## config.mk

```make
export PLATFORM = sky130hd
export DESIGN_NAME = xmem_pager
export DESIGN_NICKNAME = d
export VERILOG_FILES = /design/src/rtl/xmp_pkg.sv /design/src/rtl/xmp_page_tracker.sv /design/src/rtl/xmp_cycle_plan.sv /design/src/rtl/xmp_pin_drive.sv /design/src/rtl/xmem_pager.sv
export SDC_FILE = /design/constraint.sdc
export NUM_CORES = 1
export LEC_CHECK = 0
export BUFFER_PORTS_ARGS = -buffer_cell sky130_fd_sc_hd__clkbuf_2
export CORE_ASPECT_RATIO = 0.75
export CORE_MARGIN = 2
export CORE_UTILIZATION = 30
export DETAILED_ROUTE_END_ITERATION = 6
export MAX_ROUTING_LAYER = met4
export PLACE_DENSITY = 0.55
export SYNTH_ARGS = -nofsm -noshare
export SYNTH_HDL_FRONTEND = slang
export SYNTH_SLANG_ARGS = --single-unit
```

## constraint.sdc

```tcl
create_clock -name clk -period 1.94 [get_ports clk]
set_input_delay 0.194 -clock clk [delete_from_list [all_inputs] [get_ports clk]]
set_output_delay 0.194 -clock clk [all_outputs]
set_load 0.05 [all_outputs]
```

## src/rtl/xmp_pkg.sv

```systemverilog
package xmp_pkg;

  localparam int unsigned PH_W = 3;

  typedef enum logic [1:0] {
    BM_CLASSIC = 2'd0,
    BM_SPLIT   = 2'd1,
    BM_MUXED   = 2'd2
  } bus_mode_e;

  typedef enum logic [1:0] {
    ST_IDLE = 2'd0,
    ST_ADDR = 2'd1,
    ST_XFER = 2'd2
  } seq_state_e;

  typedef struct packed {
    bus_mode_e         mode;
    logic [PH_W-1:0]   len;
    logic              skip_addr;
  } cyc_plan_t;

endpackage

```

## src/rtl/xmp_page_tracker.sv

```systemverilog
module xmp_page_tracker #(
  parameter int unsigned BYTE_W = 8
) (
  input  logic              clk,
  input  logic              rst_n,
  input  logic              cfg_page_en,
  input  logic [1:0]        cfg_sel,
  input  logic              load,
  input  logic [BYTE_W-1:0] probe_hi,
  output logic              hit
);

  logic [2:0]        cfg_q, cfg_d;
  logic              valid_q, valid_d;
  logic [BYTE_W-1:0] page_q, page_d;
  logic              cfg_chg;

  assign cfg_chg = ({cfg_page_en, cfg_sel} != cfg_q);
  assign hit     = valid_q && !cfg_chg && (page_q == probe_hi);

  always_comb begin
    cfg_d   = {cfg_page_en, cfg_sel};
    valid_d = valid_q;
    page_d  = page_q;
    if (cfg_chg) valid_d = 1'b0;
    if (load) begin
      valid_d = 1'b1;
      page_d  = probe_hi;
    end
  end

  always_ff @(posedge clk or negedge rst_n) begin
    if (!rst_n) begin
      cfg_q   <= 3'b000;
      valid_q <= 1'b0;
    end else begin
      cfg_q   <= cfg_d;
      valid_q <= valid_d;
    end
  end

  always_ff @(posedge clk) begin
    if (load) page_q <= page_d;
  end

endmodule

```

## src/rtl/xmp_cycle_plan.sv

```systemverilog
module xmp_cycle_plan
  import xmp_pkg::*;
(
  input  logic       cfg_page_en,
  input  logic [1:0] cfg_sel,
  input  logic [1:0] kind,
  input  logic       hit,
  output cyc_plan_t  plan
);

  logic is_fetch;
  assign is_fetch = (kind == 2'b00);

  always_comb begin
    plan.mode      = BM_CLASSIC;
    plan.len       = PH_W'(2);
    plan.skip_addr = 1'b0;
    if (cfg_page_en) begin
      if (cfg_sel == 2'b11) begin
        plan.mode      = BM_MUXED;
        plan.len       = PH_W'(2);
        plan.skip_addr = hit && is_fetch;
      end else begin
        plan.mode      = BM_SPLIT;
        plan.len       = PH_W'(1) << cfg_sel;
        plan.skip_addr = hit;
      end
    end
  end

endmodule

```

## src/rtl/xmp_pin_drive.sv

```systemverilog
module xmp_pin_drive
  import xmp_pkg::*;
#(
  parameter int unsigned BYTE_W = 8,
  localparam int unsigned ADDR_W = 2 * BYTE_W
) (
  input  seq_state_e        state,
  input  bus_mode_e         mode,
  input  logic [1:0]        kind,
  input  logic [ADDR_W-1:0] addr,
  input  logic [BYTE_W-1:0] wdata,
  output logic [BYTE_W-1:0] pa_out,
  output logic              pa_oe,
  output logic [BYTE_W-1:0] pb_out,
  output logic              pb_oe,
  output logic              ale_n,
  output logic              psen_n,
  output logic              rd_n,
  output logic              wr_n
);

  logic [BYTE_W-1:0] lo_b, hi_b;
  logic              is_wr;

  assign lo_b  = addr[BYTE_W-1:0];
  assign hi_b  = addr[ADDR_W-1:BYTE_W];
  assign is_wr = kind[1];

  always_comb begin
    ale_n  = 1'b1;
    psen_n = 1'b1;
    rd_n   = 1'b1;
    wr_n   = 1'b1;
    pa_oe  = 1'b0;
    pb_oe  = 1'b0;
    pa_out = '0;
    pb_out = '0;
    unique case (state)
      ST_ADDR: begin
        ale_n  = 1'b0;
        pb_oe  = 1'b1;
        pb_out = hi_b;
        if (mode != BM_SPLIT) begin
          pa_oe  = 1'b1;
          pa_out = lo_b;
        end
      end
      ST_XFER: begin
        psen_n = !(kind == 2'b00);
        rd_n   = !(kind == 2'b01);
        wr_n   = !is_wr;
        unique case (mode)
          BM_MUXED: begin
            pa_oe  = 1'b1;
            pa_out = lo_b;
            pb_oe  = is_wr;
            pb_out = is_wr ? wdata : '0;
          end
          BM_SPLIT: begin
            pb_oe  = 1'b1;
            pb_out = lo_b;
            pa_oe  = is_wr;
            pa_out = is_wr ? wdata : '0;
          end
          default: begin
            pb_oe  = 1'b1;
            pb_out = hi_b;
            pa_oe  = is_wr;
            pa_out = is_wr ? wdata : '0;
          end
        endcase
      end
      default: ;
    endcase
  end

endmodule

```

## src/rtl/xmem_pager.sv

```systemverilog
module xmem_pager
  import xmp_pkg::*;
#(
  parameter int unsigned BYTE_W = 8,
  localparam int unsigned ADDR_W = 2 * BYTE_W
) (
  input  logic              clk,
  input  logic              rst_n,
  input  logic              req_valid,
  input  logic [1:0]        req_kind,
  input  logic [ADDR_W-1:0] req_addr,
  input  logic [BYTE_W-1:0] req_wdata,
  output logic              req_ready,
  output logic              done,
  output logic [BYTE_W-1:0] rdata,
  input  logic              cfg_page_en,
  input  logic [1:0]        cfg_sel,
  output logic [BYTE_W-1:0] pa_out,
  output logic              pa_oe,
  input  logic [BYTE_W-1:0] pa_in,
  output logic [BYTE_W-1:0] pb_out,
  output logic              pb_oe,
  input  logic [BYTE_W-1:0] pb_in,
  output logic              ale_n,
  output logic              psen_n,
  output logic              rd_n,
  output logic              wr_n
);

  // reset: asserted asynchronously, released on a clock edge
  logic [1:0] rst_sync_q;
  logic       rst_i_n;

  always_ff @(posedge clk or negedge rst_n) begin
    if (!rst_n) rst_sync_q <= 2'b00;
    else        rst_sync_q <= {rst_sync_q[0], 1'b1};
  end
  assign rst_i_n = rst_sync_q[1];

  seq_state_e        state_q, state_d;
  logic [PH_W-1:0]   cnt_q, cnt_d;
  logic              done_q, done_d;
  cyc_plan_t         plan_q, plan_new;
  logic [1:0]        kind_q;
  logic [ADDR_W-1:0] addr_q;
  logic [BYTE_W-1:0] wdata_q;
  logic [BYTE_W-1:0] rdata_q;
  logic              rdata_en;
  logic              accept;
  logic              page_hit;
  logic              phase_last;

  assign req_ready  = (state_q == ST_IDLE);
  assign accept     = req_valid && req_ready;
  assign phase_last = (cnt_q == PH_W'(plan_q.len - PH_W'(1)));

  xmp_page_tracker #(.BYTE_W(BYTE_W)) u_page (
    .clk         (clk),
    .rst_n       (rst_i_n),
    .cfg_page_en (cfg_page_en),
    .cfg_sel     (cfg_sel),
    .load        (accept),
    .probe_hi    (req_addr[ADDR_W-1:BYTE_W]),
    .hit         (page_hit)
  );

  xmp_cycle_plan u_plan (
    .cfg_page_en (cfg_page_en),
    .cfg_sel     (cfg_sel),
    .kind        (req_kind),
    .hit         (page_hit),
    .plan        (plan_new)
  );

  // next-state logic
  always_comb begin
    state_d  = state_q;
    cnt_d    = cnt_q;
    done_d   = 1'b0;
    rdata_en = 1'b0;
    unique case (state_q)
      ST_IDLE: begin
        if (accept) begin
          state_d = plan_new.skip_addr ? ST_XFER : ST_ADDR;
          cnt_d   = '0;
        end
      end
      ST_ADDR: begin
        if (phase_last) begin
          state_d = ST_XFER;
          cnt_d   = '0;
        end else begin
          cnt_d = cnt_q + PH_W'(1);
        end
      end
      ST_XFER: begin
        if (phase_last) begin
          state_d  = ST_IDLE;
          cnt_d    = '0;
          done_d   = 1'b1;
          rdata_en = !kind_q[1];
        end else begin
          cnt_d = cnt_q + PH_W'(1);
        end
      end
      default: begin
        state_d = ST_IDLE;
        cnt_d   = '0;
      end
    endcase
  end

  // control registers
  always_ff @(posedge clk or negedge rst_i_n) begin
    if (!rst_i_n) begin
      state_q <= ST_IDLE;
      cnt_q   <= '0;
      done_q  <= 1'b0;
    end else begin
      state_q <= state_d;
      cnt_q   <= cnt_d;
      done_q  <= done_d;
    end
  end

  // request capture, enabled on acceptance
  always_ff @(posedge clk) begin
    if (accept) begin
      plan_q  <= plan_new;
      kind_q  <= req_kind;
      addr_q  <= req_addr;
      wdata_q <= req_wdata;
    end
  end

  // returned byte, enabled on the last strobe clock
  always_ff @(posedge clk) begin
    if (rdata_en) begin
      rdata_q <= (plan_q.mode == BM_MUXED) ? pb_in : pa_in;
    end
  end

  assign done  = done_q;
  assign rdata = rdata_q;

  xmp_pin_drive #(.BYTE_W(BYTE_W)) u_pins (
    .state  (state_q),
    .mode   (plan_q.mode),
    .kind   (kind_q),
    .addr   (addr_q),
    .wdata  (wdata_q),
    .pa_out (pa_out),
    .pa_oe  (pa_oe),
    .pb_out (pb_out),
    .pb_oe  (pb_oe),
    .ale_n  (ale_n),
    .psen_n (psen_n),
    .rd_n   (rd_n),
    .wr_n   (wr_n)
  );

endmodule

```

# After elaboration in Yosys (flattened, before gate mapping)

Index checks and enable logic that the tools add are counted.
Widths: inputs -> output; s select.

Output and inout bits: 32
Flip-flop bits (word level): 59

Mux-type cells: 32
Reductions and logical operators: 15
Equality and inequality tests: 13
Add/subtract/negate cells: 2
Bitwise logic cells: 1
Shift-type cells: 1

Operators by type and width:

| kind                | number |
|---|---|
| $pmux 8 s2          | 3 |
| $mux 8              | 4 |
| $mux 1              | 14 |
| $eq 8x8->1          | 1 |
| $mux 2              | 4 |
| $eq 2x1->1 const B  | 3 |
| $eq 2x2->1 const B  | 3 |
| $logic_not 2->1     | 3 |
| $mux 3              | 2 |
| $mux 6              | 1 |
| $pmux 2 s3          | 1 |
| $pmux 3 s2          | 1 |
| $logic_and 1x1->1   | 4 |
| $logic_not 1->1     | 4 |
| $ne 2x1->1 const B  | 2 |
| $ne 2x2->1 const B  | 2 |
| $pmux 1 s2          | 2 |
| $reduce_or 2->1     | 2 |
| $add 3x1->3 const B | 1 |
| $eq 3x3->1          | 1 |
| $ne 3x3->1          | 1 |
| $reduce_and 3->1    | 1 |
| $shl 1x2->3 const A | 1 |
| $sub 3x1->3 const B | 1 |
| 2 further kinds     | 2 |

# Longest topological paths before layout

Gate-level depths: netlist (run 1).

Depth after elaboration: 10
Mapped depth: 8
Gate-level depth less buffers: 7

# Hierarchy

A second synthesis (run 1) with hierarchy kept.

Cells, all modules: 229
Area total of the unflattened synthesis: 2812.7 um^2

Modules (own cells, without submodules):

| module           | seq. area each (um^2) | times used | cells an instance | area each (um^2) |
|---|---|---|---|---|
| xmem_pager       | 1371.3                | 1          | 99                | 1746.7 |
| xmp_pin_drive    | 0.0                   | 1          | 94                | 548.0 |
| xmp_page_tracker | 340.3                 | 1          | 28                | 471.7 |
| xmp_cycle_plan   | 0.0                   | 1          | 8                 | 46.3 |

# Worst setup path after synthesis (run 1)

No wires, ideal clock.

Path type: flip-flop to output port
From: register state_q[1]
To: output pa_out[0]
Arrival time: 2137 ps
Data required time: 1746 ps
Cell stages (with the launch flop): 7
Slack: -391 ps
Cell sequence: dfrtp_1 -> inv_1 -> ha_1 -> inv_1 -> o21ai_1 -> a22oi_1 -> nor2b_1

Longest elaborated chain between the ends: 2
Elaborated cells on any way between the ends: 3
Classes of those cells: eq/ne: 2; mux: 1

RTL lines:

| what                                            | RTL line            | RTL |
|---|---|---|
| from (decl)                                     | xmem_pager.sv:40    | `seq_state_e state_q, state_d;` |
| from (signal assigned)                          | xmem_pager.sv:120   | `state_q <= state_d;` |
| $eq 2x2->1 / $eq 2x1->1 (equally long branches) | xmp_pin_drive.sv:38 | `unique case (state)` |
| $pmux 8 s2 *                                    | xmp_pin_drive.sv:38 |  |
| to (decl)                                       | xmem_pager.sv:18    | `output logic [BYTE_W-1:0] pa_out,` |

Every way passes the cells marked *; elsewhere a longest branch is shown, timed or not.

# Final worst setup path (run 1)

From: register state_q[0]
To: output pb_out[3]

Longest elaborated chain between the ends: 2
Elaborated cells on any way between the ends: 3
Classes of those cells: eq/ne: 2; mux: 1

RTL lines:

| what                                            | RTL line            | RTL |
|---|---|---|
| $eq 2x2->1 / $eq 2x1->1 (equally long branches) | xmp_pin_drive.sv:38 |  |
| $pmux 8 s2 *                                    | xmp_pin_drive.sv:38 |  |
| to (decl)                                       | xmem_pager.sv:21    | `output logic [BYTE_W-1:0] pb_out,` |

Marks and branches as above.

==> impl_metrics.csv, run 1 <==
group,metric,value,unit
timing,hold_ws,0.04835,ns
route,drtAntennaViolNets,0,
logic_synthesis,synth_seq_cells,51,
placement,dpl.cell_count,388,
logic_synthesis,ys_warn_count,0,
critical_path,path_cells,"inv_2 -> ha_4 -> inv_2 -> buf_4 -> o32ai_1 -> and2_1 -> buf_12",
final_layout,nNetsFinal,351,
pwr,seqPwrFrac,28.9,%
clock_tree,clock_latency,0.31,ns
critical_path,crit_path_end_kind,"output pin",
clock_tree,cts-htree-levels,2,
timing,period_share,103.6,%
placement,dp_hpwl,4.388,mm
logic_synthesis,synth_ff_type,"edfxtp_1",
run,cap_violations,0,
die,ios,80,
grt,grt_max_degree,34,
outcome,outcome,"finished, violations left",
route,drt-initial-drc-count,63,
grt,grt.overflow.total,0,
clock_tree,clkTransAtPathRegs,0.10,ns
timing,clock_skew,0.007462,ns
grt,grt_pass1_wl,9.611,mm
critical_path,startpoint_type,"flop",
timing,setup_viol,14,
min_path,hp-class,"in -> reg",
critical_path,crit_fanout,4,
logic_synthesis,syn_inst,201,
timing,drv_slew,0,
clock_tree,cts_tree,"built",
die,fp.dieW,109.5,um
logic_synthesis,syn-num-nets,256,
clock_tree,clock_sinks,51,
timing,hold_viol,0,
timing,fin_crit,2.009,ns
route,wl_per_cell,14.73,um
final_layout,antennaDiodeCount,0,
pwr,p_int,3.239,mW
critical_path,crit_buf_inv,4,
pwr,pwr-share-clk,13.2,%
logic_synthesis,synth-async-reset-ratio,23.53,%
pwr,p_per_area,1442,nW/um2
pwr,combPwrFrac,57.9,%
route,drc,0,
logic_synthesis,synth_area_leaders,"edfxtp_1, dfrtp_1, a22oi_1, nor2b_1, mux2_2",
pwr,sw_frac_of_total,40.89,%
pwr,p_leak,1.508,nW
timing,fmax,0.4977,GHz
die,coreArea,7988,um2
die,dieArea,9104,um2
placement,port_buffers,79,
route,dr.pass1.iters,4,
grt,grt_pass1_vias,2020,
grt,grtUsageTotal,14.02,%
critical_path,crit_top_cell,"inv_2",
die,die_h,83.14,um
final_layout,layout-drive-gt1-share,56.57,%
clock_tree,cts_buffer_depth,2,
logic_synthesis,synth_edf_count,39,
logic_synthesis,netlist_area,2505,um2
pwr,switchingPower,2.240,mW
critical_path,path_class,"reg -> out",
logic_synthesis,synth.avg_cell_area,12.46,um2
pwr,vdd_drop_max,0.7497,mV
die,start_util,31.36,%
timing,fin_ws,-0.06930,ns
critical_path,crit_slowest_cell,"dfrtp_1",
placement,routabilityCongestion,0.7209,
final_layout,area_delta_synth_final,51.65,%
grt,antenna_found_initial,0,
logic_synthesis,seq_area_frac_synth,58.74,%
final_layout,finalNonFillerCells,402,
critical_path,max_stage_delay,0.43,ns
critical_path,required,1.75,ns
outcome,violations,"negative setup slack",
route,wirelength,5.923,mm
logic_synthesis,synth_top_cell_area_share,46.75,%
critical_path,crit_family,"buffers and inverters",
die,rows,28,
logic_synthesis,yosysUniqueCellTypes,39,
route,via_count,1843,
timing,rsz0062_at_grt,"yes",
placement,place_worst_setup_slack,0.07909,ns
clock_tree,numCtsBuffers,5,
clock_tree,clockRootBuffer,"clkbuf_8",
logic_synthesis,yosysTopAreaCell,"edfxtp_1",
critical_path,critPathArrivalTime,1.82,ns
final_layout,fill_cells,729,
route,vias_per_cell,4.585,
[final cells by class]
cell class / instances / area [um2] / area share (%)
clock buffers: 6 / 93.84 / 2.470
clock inverters: 2 / 17.52 / 0.4611
inverters: 10 / 37.54 / 0.9881
multi-input cells: 131 / 1215 / 31.98
flip-flops and latches: 51 / 1471 / 38.74
well taps: 105 / 131.4 / 3.459
repair buffers: 97 / 832.0 / 21.90
[through the flow]
step                      area, um2  power (mW)  utilization, %  setup TNS [ns]
final                          3799       5.479           47.56         -0.6133
after global routing           3799       5.777           47.56          -2.388
after CTS                      3764       5.466           47.12         -0.9393
after detailed placement       3441       4.448           43.08               0
after global placement         3441       4.427           43.08               0
after floorplan                2596       3.353               -         -0.4680
[cells by family after synthesis]
group | after synthesis | share of synthesized area (%)
and+or+nand+nor | 54 | 12.14
DFF | 51 | 58.74
AOI/OAI and AO/OA | 46 | 12.79
buffers and inverters | 19 | 3.197
xor gates and xnor gates | 14 | 5.445
muxes | 9 | 4.046
adders and majority gates | 7 | 3.496
other | 1 | 0.1497
[cells in the mapped netlist (all sizes together) (4+ instances only)]
| library cell | count |
|---|---|
| edfxtp | 39 |
| a22oi | 22 |
| nor2b | 17 |
| nand2 | 15 |
| dfrtp | 12 |
| o21ai | 11 |
| inv | 10 |
| mux2 | 9 |
| ha | 7 |
| xor2 | 7 |
| xnor2 | 6 |
| buf | 5 |
| a21oi | 4 |
| and2 | 4 |
| clkbuf | 4 |
| nor2 | 4 |
[routing by layer]
metal | wire length (um) | up-vias | track usage, %
li1 | - | 923 | -
met1 | 2718 | 854 | 18.28
met2 | 2701 | 61 | 21.10
met3 | 451 | 5 | 4.317
met4 | 51 | 0 | 3.913
met5 | 0 | - | -
[worst paths after layout]
| check | end | from | slack, ns | depth (start not counted) |
|---|---|---|---|---|
| setup / recovery | pb_out[3] | state_q[0] | -0.07 | 7 |
| hold / removal | addr_q[2] | req_addr[2] | 0.05 | 1 |
| setup reg to reg | rdata[4] | plan_q[1] | 0.26 | 6 |
| hold reg to reg | u_page.valid_q | rst_sync_q[1] | 0.19 | 0 |
| max in group asynchronous | cnt_q[2] | rst_sync_q[1] | 1.44 | 0 |
| min in group asynchronous | u_page.valid_q | rst_sync_q[1] | 0.19 | 0 |
[flip-flops by register name, indices dropped and copies added (netlist names)]
signal          cells
wdata_q             8
done                1
u_page.cfg_q        3
rst_sync_q          2
kind_q              2
u_page.valid_q      1
plan_q              5
rdata               8
addr_q             16
cnt_q               3
state_q             2
[placed cells by master (no fill, tap or decap), types with 8 or more instances in the layout]
master and count:
clkbuf_2 60, edfxtp_1 39, buf_12 18, a22oi_2 15, nand2_1 14, dfrtp_1 12, buf_4 12, mux2_2 9
nor2b_2 8, o21ai_1 8, nor2b_4 8
[power groups by stage]
stage,clock [mW],combinational [mW],sequential (mW)
3_5_place_dp,0,2.87,1.58
2_1_floorplan,0,1.77,1.59
5_1_grt,0.791,3.38,1.61
3_3_place_gp,0,2.85,1.58
6_report,0.725,3.17,1.58
4_1_cts,0.747,3.14,1.58
[timing repair]
item | 4_1_cts | 5_1_grt
pin swaps | 21 | 7
setup endpoints to repair | 19 | 19
hold endpoints to repair | 2 | 0
hold buffers | 1 | 0
gates cloned | 1 | 0
setup buffers | 3 | 1
resized for setup | 44 | 11
Note: power is estimated with default switching activity, not from simulation.
==> run 2, diff against run 1 <==
--- a/config.mk
+++ b/config.mk
@@ -10,8 +10,10 @@
 export CORE_MARGIN = 2
 export CORE_UTILIZATION = 30
 export DETAILED_ROUTE_END_ITERATION = 6
+export GPL_ROUTABILITY_DRIVEN = 0
 export MAX_ROUTING_LAYER = met4
 export PLACE_DENSITY = 0.55
+export SKIP_LAST_GASP = 1
 export SYNTH_ARGS = -nofsm -noshare
 export SYNTH_HDL_FRONTEND = slang
 export SYNTH_SLANG_ARGS = --single-unit
==> run 2 against run 1 <==
Compared with the run above: the flow still finishes with violations (negative setup slack); sequential power is essentially flat; die area is the same; count of clock-buffer cells in the layout unchanged; global-route usage stayed put; utilization is the same; clock skew grew 0.00074 ns; critical path type unchanged; combinational power about the same; maximum frequency about the same; total power hardly changed; final cell count did not move; register-to-register slack about the same; cell area unchanged.
==> impl_metrics.csv, run 2 (synthesis results as in run 1) <==
group,metric,value,unit
route,drtAntennaViolNets,0,
placement,port_buffers,79,
final_layout,fin_area,3799,um2
timing,drv_slew,0,
min_path,whs_endpoint,"addr_q[2]",
critical_path,crit_slowest_cell,"dfrtp_1",
route,drc,0,
clock_tree,cts-htree-levels,2,
outcome,outcome,"finished, violations left",
final_layout,antennaDiodeCount,0,
timing,setup_viol,15,
critical_path,crit_top_cell,"inv_2",
final_layout,layout_commonest_cell,"clkbuf_2",
critical_path,startpoint_type,"flop",
clock_tree,clock_latency,0.31,ns
critical_path,path_cells,"inv_2 -> ha_4 -> inv_2 -> buf_4 -> o32ai_1 -> and2_1 -> buf_12",
final_layout,final_cell_mix,"clkbuf_2, edfxtp_1, buf_12",
critical_path,rr_worst_depth,6,
pwr,vdd_drop_max,0.7496,mV
critical_path,r2r-start,"plan_q[1]",
final_layout,largest_reg_flops,16,
grt,grtUsageTotal,14.02,%
clock_tree,clockRootBuffer,"clkbuf_8",
timing,fin_ws,-0.06964,ns
die,fp.dieW,109.5,um
critical_path,crit_path_end_kind,"output pin",
die,coreArea,7988,um2
timing,hold_viol,0,
placement,dp_hpwl,4.388,mm
route,wl_per_cell,14.72,um
critical_path,r2r-end,"rdata[4]",
timing,clock_skew,0.008205,ns
clock_tree,clock_sinks,51,
grt,antenna_found_initial,0,
clock_tree,cts_tree,"built",
die,start_util,31.36,%
critical_path,max_stage_delay,0.43,ns
clock_tree,numCtsBuffers,5,
critical_path,required,1.75,ns
route,drt-initial-drc-count,56,
route,via_count,1843,
outcome,violations,"negative setup slack",
critical_path,critPathArrivalTime,1.82,ns
critical_path,path_class,"reg -> out",
timing,fmax,0.4976,GHz
critical_path,crit_buf_inv,4,
pwr,p_leak,1.508,nW
route,wirelength,5.918,mm
die,die_h,83.14,um
critical_path,crit_fanout,4,
timing,period_share,103.6,%
final_layout,area_delta_synth_final,51.65,%
placement,dpl.cell_count,388,
final_layout,nNetsFinal,351,
timing,rsz0062_at_grt,"yes",
final_layout,finalNonFillerCells,402,
die,dieArea,9104,um2
grt,grt.overflow.total,0,
grt,grt_pass1_wl,9.611,mm
pwr,p_per_area,1442,nW/um2
final_layout,finish.utilization,47.56,%
min_path,hp-class,"in -> reg",
min_path,worstHoldPathCells,1,
timing,fin_crit,2.010,ns
die,ios,80,
grt,grt_max_degree,34,
clock_tree,cts_buffer_depth,2,
die,rows,28,
route,dr.pass1.iters,4,
placement,dpl_cell_area,3441,um2
pwr,design_power_total,5.479,mW
critical_path,r2r_slack,0.26,ns
critical_path,crit_family,"buffers and inverters",
final_layout,layout-drive-gt1-share,56.57,%
grt,grt_pass1_vias,2020,
min_path,hold_start,"req_addr[2]",
clock_tree,clkTransAtPathRegs,0.10,ns
route,vias_per_cell,4.585,
run,cap_violations,0,
final_layout,top_register,"addr_q",
==> run 2: cell count changes in the layout (fill, tap and decap cells not counted) <==
cell     change
o21ai_0      +1
o21ai_1      -1
==> run 2: timing repair <==
item / in CTS / in global routing
hold buffers: 1 / 0
gates cloned: 1 / 0
setup buffers: 3 / 1
pin swaps: 21 / 6
hold endpoints to repair: 2 / 0
endpoints found under the setup margin: 19 / 19
resized for setup: 44 / 10
==> run 2: worst max-delay path by stage <==
stage | start | end | cells past startpoint
6_report | state_q[0] | pb_out[3] | 7
2_1_floorplan | state_q[1] | pa_out[0] | 6
5_1_grt | plan_q[5] | pb_out[3] | 6
4_1_cts | plan_q[5] | pb_out[2] | 7
3_3_place_gp | plan_q[5] | pa_out[6] | 7
3_5_place_dp | plan_q[5] | pa_out[2] | 7
==> run 2: final cells by class <==
type	count	area (um2)
well taps	105	131.4
flip-flops and latches	51	1471
multi-input cells	131	1215
repair buffers	97	832.0
clock inverters	2	17.52
fillers	729	4189
inverters	10	37.54
clock buffers	6	93.84
==> run 2: power by group <==
group / switching, mW / total (mW) / internal (mW)
Combinational: 1.70 / 3.17 / 1.47
Clock: 0.388 / 0.728 / 0.340
Sequential: 0.152 / 1.58 / 1.43
==> run 2: stage by stage <==
step	hold WS (ns)	worst slack (ns)	TNS, ns
6_report	0.04668	-0.06964	-0.6319
5_1_grt	0.03095	-0.1795	-2.430
4_1_cts	0.03824	-0.09133	-0.9393
3_5_place_dp	-0.01709	0.07909	0
3_3_place_gp	-0.01807	0.09450	0
2_1_floorplan	-0.1016	-0.1631	-0.4680
==> run 2: routing by layer <==
metal  part of all wire [%]  routed length (um)  up-vias  track usage (%)
met1                     46                2715      855            18.28
met5                      0                   0        -                -
met2                     46                2700       61            21.10
met3                    7.6                 451        5            4.317
met4                   0.86                  51        0            3.913
li1                       -                   -      922                -
==> run 2: worst reg2reg max path: stages (launching register included) <==
cell,delay [ns]
edfxtp_1,0.37
inv_1,0.05
ha_1,0.19
xnor3_1,0.38
nand3_2,0.11
nor3_2,0.12
buf_4,0.18
